`config.mk`:
```
export PLATFORM = sky130hd
export DESIGN_NAME = rx_slot_packer
export DESIGN_NICKNAME = d
export VERILOG_FILES = /design/src/rtl/rx_slot_packer_pkg.sv /design/src/rtl/rx_slot_scan_ctrl.sv /design/src/rtl/rx_slot_pack_data.sv /design/src/rtl/rx_word_fifo.sv /design/src/rtl/rx_slot_packer.sv
export SDC_FILE = /design/constraint.sdc
export NUM_CORES = 1
export LEC_CHECK = 0
export ABC_CLOCK_PERIOD_IN_PS = 5500
export BUFFER_PORTS_ARGS = -buffer_cell sky130_fd_sc_hd__buf_4
export CAP_MARGIN = 15
export CORE_ASPECT_RATIO = 1.1
export CORE_MARGIN = 2
export CORE_UTILIZATION = 52
export CTS_CLUSTER_SIZE = 20
export DETAILED_ROUTE_END_ITERATION = 10
export PLACE_DENSITY = 0.76
export SETUP_SLACK_MARGIN = 0.02
export SYNTH_ARGS = -nofsm -noshare
export SYNTH_HDL_FRONTEND = slang
export SYNTH_HIERARCHICAL = 1
export SYNTH_SLANG_ARGS = --single-unit
export TNS_END_PERCENT = 5
```
`constraint.sdc`:
```
create_clock -name clk -period 5.5 [get_ports clk]
set_input_delay 1.1 -clock clk [delete_from_list [all_inputs] [get_ports clk]]
set_output_delay 1.1 -clock clk [all_outputs]
set_load 0.1 [all_outputs]
```
`src/rtl/rx_slot_packer_pkg.sv`:
```
package rx_slot_packer_pkg;

  localparam int SLOT_W = 20;
  localparam int WORD_W = 32;
  localparam int IDX_W  = 5;

  typedef enum logic [1:0] {
    SZ12 = 2'b00,
    SZ18 = 2'b01,
    SZ20 = 2'b10,
    SZ16 = 2'b11
  } sizeSel_e;

  typedef struct packed {
    logic             capture;
    logic             take;
    logic [IDX_W-1:0] slotIdx;
  } packStrobe_t;

  function automatic logic [WORD_W-1:0] trimSlot(input logic [SLOT_W-1:0] slot,
                                                 input sizeSel_e sz);
    logic [WORD_W-1:0] w;
    case (sz)
      SZ12:    w = WORD_W'(slot[19:8]);
      SZ16:    w = WORD_W'(slot[19:4]);
      SZ18:    w = WORD_W'(slot[19:2]);
      default: w = WORD_W'(slot);
    endcase
    return w;
  endfunction

  function automatic logic isShort(input sizeSel_e sz);
    return (sz == SZ12) || (sz == SZ16);
  endfunction

endpackage

```
`src/rtl/rx_slot_scan_ctrl.sv`:
```
module rx_slot_scan_ctrl
  import rx_slot_packer_pkg::*;
#(
  parameter int SLOTS  = 12,
  parameter int NUM_CH = 4,
  parameter int CH_SEL = 1
) (
  input  logic                    clk,
  input  logic                    rstN,
  input  logic                    frameValid,
  input  logic [NUM_CH*SLOTS-1:0] chanMasks,
  output packStrobe_t             strobe
);
  localparam int IW = (SLOTS > 1) ? $clog2(SLOTS) : 1;
  localparam logic [IW-1:0] LAST = IW'(SLOTS - 1);

  logic [SLOTS-1:0] orStage [NUM_CH+1];
  logic [SLOTS-1:0] effMask;
  logic [SLOTS-1:0] maskReg;
  logic [IW-1:0]    ptr;
  logic             active;

  assign orStage[0] = '0;
  for (genvar c = 0; c < NUM_CH; c++) begin : g_lower
    if (c < CH_SEL) begin : g_claim
      assign orStage[c+1] = orStage[c] | chanMasks[c*SLOTS +: SLOTS];
    end else begin : g_pass
      assign orStage[c+1] = orStage[c];
    end
  end

  assign effMask = chanMasks[CH_SEL*SLOTS +: SLOTS] & ~orStage[NUM_CH];

  always_ff @(posedge clk or negedge rstN) begin
    if (!rstN) begin
      maskReg <= '0;
      ptr     <= '0;
      active  <= 1'b0;
    end else if (frameValid) begin
      maskReg <= effMask;
      ptr     <= '0;
      active  <= 1'b1;
    end else if (active) begin
      if (ptr == LAST) begin
        active <= 1'b0;
      end else begin
        ptr <= ptr + 1'b1;
      end
    end
  end

  assign strobe.capture = frameValid;
  assign strobe.take    = active && maskReg[ptr];
  assign strobe.slotIdx = IDX_W'(ptr);

  initial begin
    if (SLOTS > (1 << IDX_W)) $error("SLOTS exceeds index width");
  end

  p_scan_ends_r2: assert property (@(posedge clk) disable iff (!rstN)
    active && (ptr == LAST) && !frameValid |=> !active);

  p_scan_ascends_r2: assert property (@(posedge clk) disable iff (!rstN)
    active && !frameValid && (ptr != LAST) |=> ptr == $past(ptr) + 1'b1);

endmodule

```
`src/rtl/rx_slot_pack_data.sv`:
```
module rx_slot_pack_data
  import rx_slot_packer_pkg::*;
#(
  parameter int SLOTS = 12
) (
  input  logic                    clk,
  input  logic                    rstN,
  input  packStrobe_t             strobe,
  input  logic [SLOTS*SLOT_W-1:0] slotData,
  input  logic [1:0]              sizeCode,
  input  logic                    compactEn,
  output logic                    pushWord,
  output logic [WORD_W-1:0]       wordOut
);
  localparam int IW = (SLOTS > 1) ? $clog2(SLOTS) : 1;

  logic [SLOT_W-1:0] frameReg [SLOTS];
  logic [WORD_W-1:0] sample;
  logic [15:0]       halfReg;
  logic              halfPend;
  logic              compactEff;
  sizeSel_e          sz;

  assign sz = sizeSel_e'(sizeCode);
  assign compactEff = compactEn && isShort(sz);

  for (genvar i = 0; i < SLOTS; i++) begin : g_frame
    always_ff @(posedge clk or negedge rstN) begin
      if (!rstN) begin
        frameReg[i] <= '0;
      end else if (strobe.capture) begin
        frameReg[i] <= slotData[i*SLOT_W +: SLOT_W];
      end
    end
  end

  assign sample = trimSlot(frameReg[strobe.slotIdx[IW-1:0]], sz);

  always_ff @(posedge clk or negedge rstN) begin
    if (!rstN) begin
      halfReg  <= '0;
      halfPend <= 1'b0;
    end else if (strobe.take && compactEff) begin
      if (!halfPend) begin
        halfReg  <= sample[15:0];
        halfPend <= 1'b1;
      end else begin
        halfPend <= 1'b0;
      end
    end
  end

  always_comb begin
    pushWord = 1'b0;
    wordOut  = sample;
    if (strobe.take) begin
      if (compactEff) begin
        pushWord = halfPend;
        wordOut  = {sample[15:0], halfReg};
      end else begin
        pushWord = 1'b1;
      end
    end
  end

  p_trim_zero_r1: assert property (@(posedge clk) disable iff (!rstN)
    pushWord && !compactEff |-> wordOut[31:20] == '0);

  p_pair_push_r4: assert property (@(posedge clk) disable iff (!rstN)
    pushWord && compactEff |=> !halfPend);

endmodule

```
`src/rtl/rx_word_fifo.sv`:
```
module rx_word_fifo #(
  parameter int DEPTH = 8,
  parameter int W     = 32
) (
  input  logic         clk,
  input  logic         rstN,
  input  logic         fifoDisable,
  input  logic         push,
  input  logic [W-1:0] wrData,
  input  logic         rdEn,
  output logic [W-1:0] rdData,
  output logic         empty,
  output logic         full,
  output logic         overrun
);
  localparam int AW = (DEPTH > 1) ? $clog2(DEPTH) : 1;
  localparam int CW = $clog2(DEPTH + 1);

  logic [W-1:0]  mem [DEPTH];
  logic [AW-1:0] wrPtr, rdPtr;
  logic [CW-1:0] count;
  logic [CW-1:0] cap;
  logic          doPush, doPop;

  assign cap    = fifoDisable ? CW'(1) : CW'(DEPTH);
  assign empty  = (count == '0);
  assign full   = (count >= cap);
  assign doPush = push && !full;
  assign doPop  = rdEn && !empty;
  assign rdData = mem[rdPtr];

  always_ff @(posedge clk) begin
    if (doPush) mem[wrPtr] <= wrData;
  end

  always_ff @(posedge clk or negedge rstN) begin
    if (!rstN) begin
      wrPtr   <= '0;
      rdPtr   <= '0;
      count   <= '0;
      overrun <= 1'b0;
    end else begin
      if (doPush) wrPtr <= (wrPtr == AW'(DEPTH - 1)) ? '0 : wrPtr + 1'b1;
      if (doPop)  rdPtr <= (rdPtr == AW'(DEPTH - 1)) ? '0 : rdPtr + 1'b1;
      case ({doPush, doPop})
        2'b10:   count <= count + 1'b1;
        2'b01:   count <= count - 1'b1;
        default: count <= count;
      endcase
      if (push && full) overrun <= 1'b1;
    end
  end

  p_no_overflow_r7: assert property (@(posedge clk) disable iff (!rstN)
    count <= CW'(DEPTH));

  p_single_entry_r8: assert property (@(posedge clk) disable iff (!rstN)
    fifoDisable && $stable(fifoDisable) |-> count <= CW'(1));

  p_drop_when_full_r9: assert property (@(posedge clk) disable iff (!rstN)
    push && full && !rdEn |=> count == $past(count));

  p_overrun_sticky_r9: assert property (@(posedge clk) disable iff (!rstN)
    overrun |=> overrun);

endmodule

```
`src/rtl/rx_slot_packer.sv`:
```
module rx_slot_packer
  import rx_slot_packer_pkg::*;
#(
  parameter int SLOTS  = 12,
  parameter int NUM_CH = 4,
  parameter int CH_SEL = 1,
  parameter int DEPTH  = 8
) (
  input  logic                    clk,
  input  logic                    rstN,
  input  logic                    frameValid,
  input  logic [SLOTS*20-1:0]     slotData,
  input  logic [NUM_CH*SLOTS-1:0] chanMasks,
  input  logic [1:0]              sizeCode,
  input  logic                    compactEn,
  input  logic                    fifoDisable,
  input  logic                    rdEn,
  output logic [31:0]             rdData,
  output logic                    empty,
  output logic                    full,
  output logic                    overrun
);
  packStrobe_t       strobe;
  logic              pushWord;
  logic [WORD_W-1:0] wordOut;

  rx_slot_scan_ctrl #(.SLOTS(SLOTS), .NUM_CH(NUM_CH), .CH_SEL(CH_SEL)) u_ctrl (
    .clk(clk), .rstN(rstN), .frameValid(frameValid),
    .chanMasks(chanMasks), .strobe(strobe)
  );

  rx_slot_pack_data #(.SLOTS(SLOTS)) u_data (
    .clk(clk), .rstN(rstN), .strobe(strobe), .slotData(slotData),
    .sizeCode(sizeCode), .compactEn(compactEn),
    .pushWord(pushWord), .wordOut(wordOut)
  );

  rx_word_fifo #(.DEPTH(DEPTH), .W(WORD_W)) u_fifo (
    .clk(clk), .rstN(rstN), .fifoDisable(fifoDisable),
    .push(pushWord), .wrData(wordOut), .rdEn(rdEn),
    .rdData(rdData), .empty(empty), .full(full), .overrun(overrun)
  );

endmodule

```
==> parameters.txt <==
Parameter                              Value

STA
  Final Max Slew Viols    0
  Highest clock rate    0.226 GHz
  Max_slew headroom    0.238
  Final setup violation count    0
  Tcrit/Tclk final    0.804
  RSZ-0062 raised after global routing    no
  Worst clock skew    0.0217 ns
  Hold Slack    just under 0.5 ns
  Final hold viol count    0
  Post-layout minimum cycle time    4.42 ns
  Pin slew with the least headroom to its limit    1.13 ns
  Smallest setup slack after layout    1.08 ns

GRT
  Overflow after GRT    0
  Most congested layer reported by global routing    met2
  Number of global-route vias before repair    roughly 15k
  First-pass GRT wire length    89.2 mm
  Global Route met3 Usage    0.0666
  Met2 track demand over resource in global routing    0.407
  Met1 Use GR    0.301
  Initial antenna violation count    5
  Largest net degree at the start of global routing    143
  Overall routing resource usage    0.245

Floorplanning
  Starting Density    0.527
  Floorplan core area    45,600 sq um
  IO Pins    331
  DIE AREA    47,900 sq um
  Horizontal die dimension    209 um
  Standard-cell rows    82
  Die height    between 200 and 250 um

Placement
  Worst slack after detailed placement    about 1.1 ns
  Half-perimeter wire length after placement    between 30 and 40 mm
  Cell count after placement    2,311
  Final weighted congestion in routability-driven placement    about 0.92
  Number of buffer cells added on primary ports    ~300

Worst setup path
  Critical path type    reg -> reg
  Maximum fanout encountered on the critical timing path    20
  CP Launch Point    u_ctrl/ptr[2]$_DFFE_PN0P_
  Worst-case register-to-register setup slack    1.08 ns
  Data arrival time at the worst-slack endpoint    between 4 and 5 ns
  Category of the worst setup path capture point    register
  Required time reported for the critical path endpoint    5.97 ns
  Kind of launch point of the worst setup path    register
  RR Startpoint    u_ctrl/ptr[2]$_DFFE_PN0P_

Synth
  Post-Syn Instances    1,488
  Average instance area after synthesis    16.1 sq um
  Count of warnings emitted by yosys    6
  Synth Net Count    about 1.8k
  Summed instance area of the synthesized netlist    24,000 sq um

CTS
  Post-CTS Hold Buffers    0
  Clock Tree Buf Depth    3
  TritonCTS clock tree    yes
  Clock network latency to the later pin of the worst-skew pair    0.60 ns
  Number of H-tree branching levels    2
  Post-CTS sizing    0
  TritonCTS Buffers    53
  Setup bufs post-CTS    0
  Clock sinks    541
  CTS clk-pin slew, worst paths    approximately 0.06 ns
  CTS Root Buffer Type    sky130_fd_sc_hd__clkbuf_16

Final layout
  Synth-to-layout area growth    19.4%
  Ratio of cells with drive above 1 in the final layout    0.474
  Final standard cell count with taps included and fillers excluded    2,410
  Layout net count    2,089

Routing
  Count of antenna-violating nets left after detailed routing    0
  DRC violations left    0
  Via count normalized by instance count    5.93
  Starting DRC count in detailed routing    1,128
  Overall routed net length    57.8 mm
  Drt first pass iters    5
  Vias after detailed routing    14.3k
  Wire length per cell after detailed routing    24.0 um

Power and ir drop
  Leakage dissipation    11.1 nW
  Highest ir drop seen on vdd    between 0.0004 and 0.0005 V
  P per Cell Area    between 400 and 500 nW/um^2

Run
  Max_cap viols    0

Min path
  Tightest Hold Check Type    reg -> reg
  Hold Path Origin    u_fifo/overrun$_DFFE_PN0P_

Run status
  Outcome    completed
[power by group]
group,switching [mW],leakage [nW],internal [mW]
clock,1.50,0.888,2.19
combinational,2.63,4.54,1.53
sequential,0.458,5.71,4.73
total,4.59,11.1,8.45
[flip-flops by register name, indices dropped and copies added, names as in the netlist]
register	count
u_fifo/mem	256
u_fifo/wrPtr	3
u_fifo/overrun	1
u_ctrl/maskReg	12
u_ctrl/active	1
u_data/frameReg	240
u_ctrl/ptr	4
u_data/halfReg	16
u_data/halfPend	1
u_fifo/rdPtr	3
u_fifo/count	4
[worst paths after layout]
kind | endpoint | depth (start not counted)
max | u_fifo/count[3]$_DFFE_PN0P_ | 13
min | u_fifo/overrun$_DFFE_PN0P_ | 1
max reg2reg | u_fifo/count[3]$_DFFE_PN0P_ | 13
min reg2reg | u_fifo/overrun$_DFFE_PN0P_ | 1
max in group asynchronous | u_ctrl/ptr[0]$_DFFE_PN0P_ | 2
min in group asynchronous | u_data/frameReg[214]$_DFFE_PN0P_ | 1
[metal layers]
layer	share of wire	vias up
met5	0	-
met4	0.042	0
met3	0.080	115
met2	0.50	516
met1	0.38	7277
li1	-	6376
[cells in the final DEF, fill, tap and decap left out, drive strengths merged, types with 5 or more instances in the layout]
cell / count
buf: 331
mux2: 308
dfrtp: 285
edfxtp: 256
mux4: 105
clkbuf: 74
nand2: 66
mux2i: 40
o21ai: 39
inv: 29
o22ai: 28
nor2: 28
nor3: 23
a21oi: 19
clkinv: 15
ha: 14
nor4: 13
nor2b: 11
o31ai: 9
a22oi: 8
o41ai: 8
a22o: 7
a222oi: 7
a211oi: 7
nand2b: 6
bufinv: 5
nand3: 5
a31oi: 5
nor3b: 5
[cell type report]
| type | count | area [sq um] |
|---|---|---|
| Sequential cell | 541 | 14800 |
| Multi-Input combinational cell | 821 | 8670 |
| Timing Repair Buffer | 331 | 2520 |
| Clock inverter | 21 | 245 |
| Inverter | 30 | 113 |
| Clock buffer | 74 | 1550 |
| Antenna cell | 4 | 10.0 |
| Fill cell | 3342 | 16900 |
| Tap cell | 588 | 736 |
[through the flow]
step	power, mW	setup TNS (ns)	instance area [sq um]	util
CTS	13.2	0	28700	0.629
global placement	9.36	0	26900	0.590
global route	13.6	0	28700	0.630
finish	13.0	0	28700	0.630
floorplan	8.34	-49.83	24000	-
detailed placement	9.45	0	26900	0.590
[worst max-delay path: stages, from the launching register on]
cell	delay [ns]
sky130_fd_sc_hd__dfrtp_2	0.39
sky130_fd_sc_hd__buf_4	0.31
sky130_fd_sc_hd__and2b_2	0.26
sky130_fd_sc_hd__a22o_1	0.21
sky130_fd_sc_hd__o41ai_2	0.57
sky130_fd_sc_hd__o31a_1	0.51
sky130_fd_sc_hd__inv_1	0.13
sky130_fd_sc_hd__a211oi_4	0.25
sky130_fd_sc_hd__inv_1	0.08
sky130_fd_sc_hd__ha_1	0.30
sky130_fd_sc_hd__ha_1	0.37
sky130_fd_sc_hd__or4b_2	0.67
sky130_fd_sc_hd__o311ai_0	0.12
sky130_fd_sc_hd__o211ai_1	0.13
Note: power is estimated with default switching activity, not from simulation.
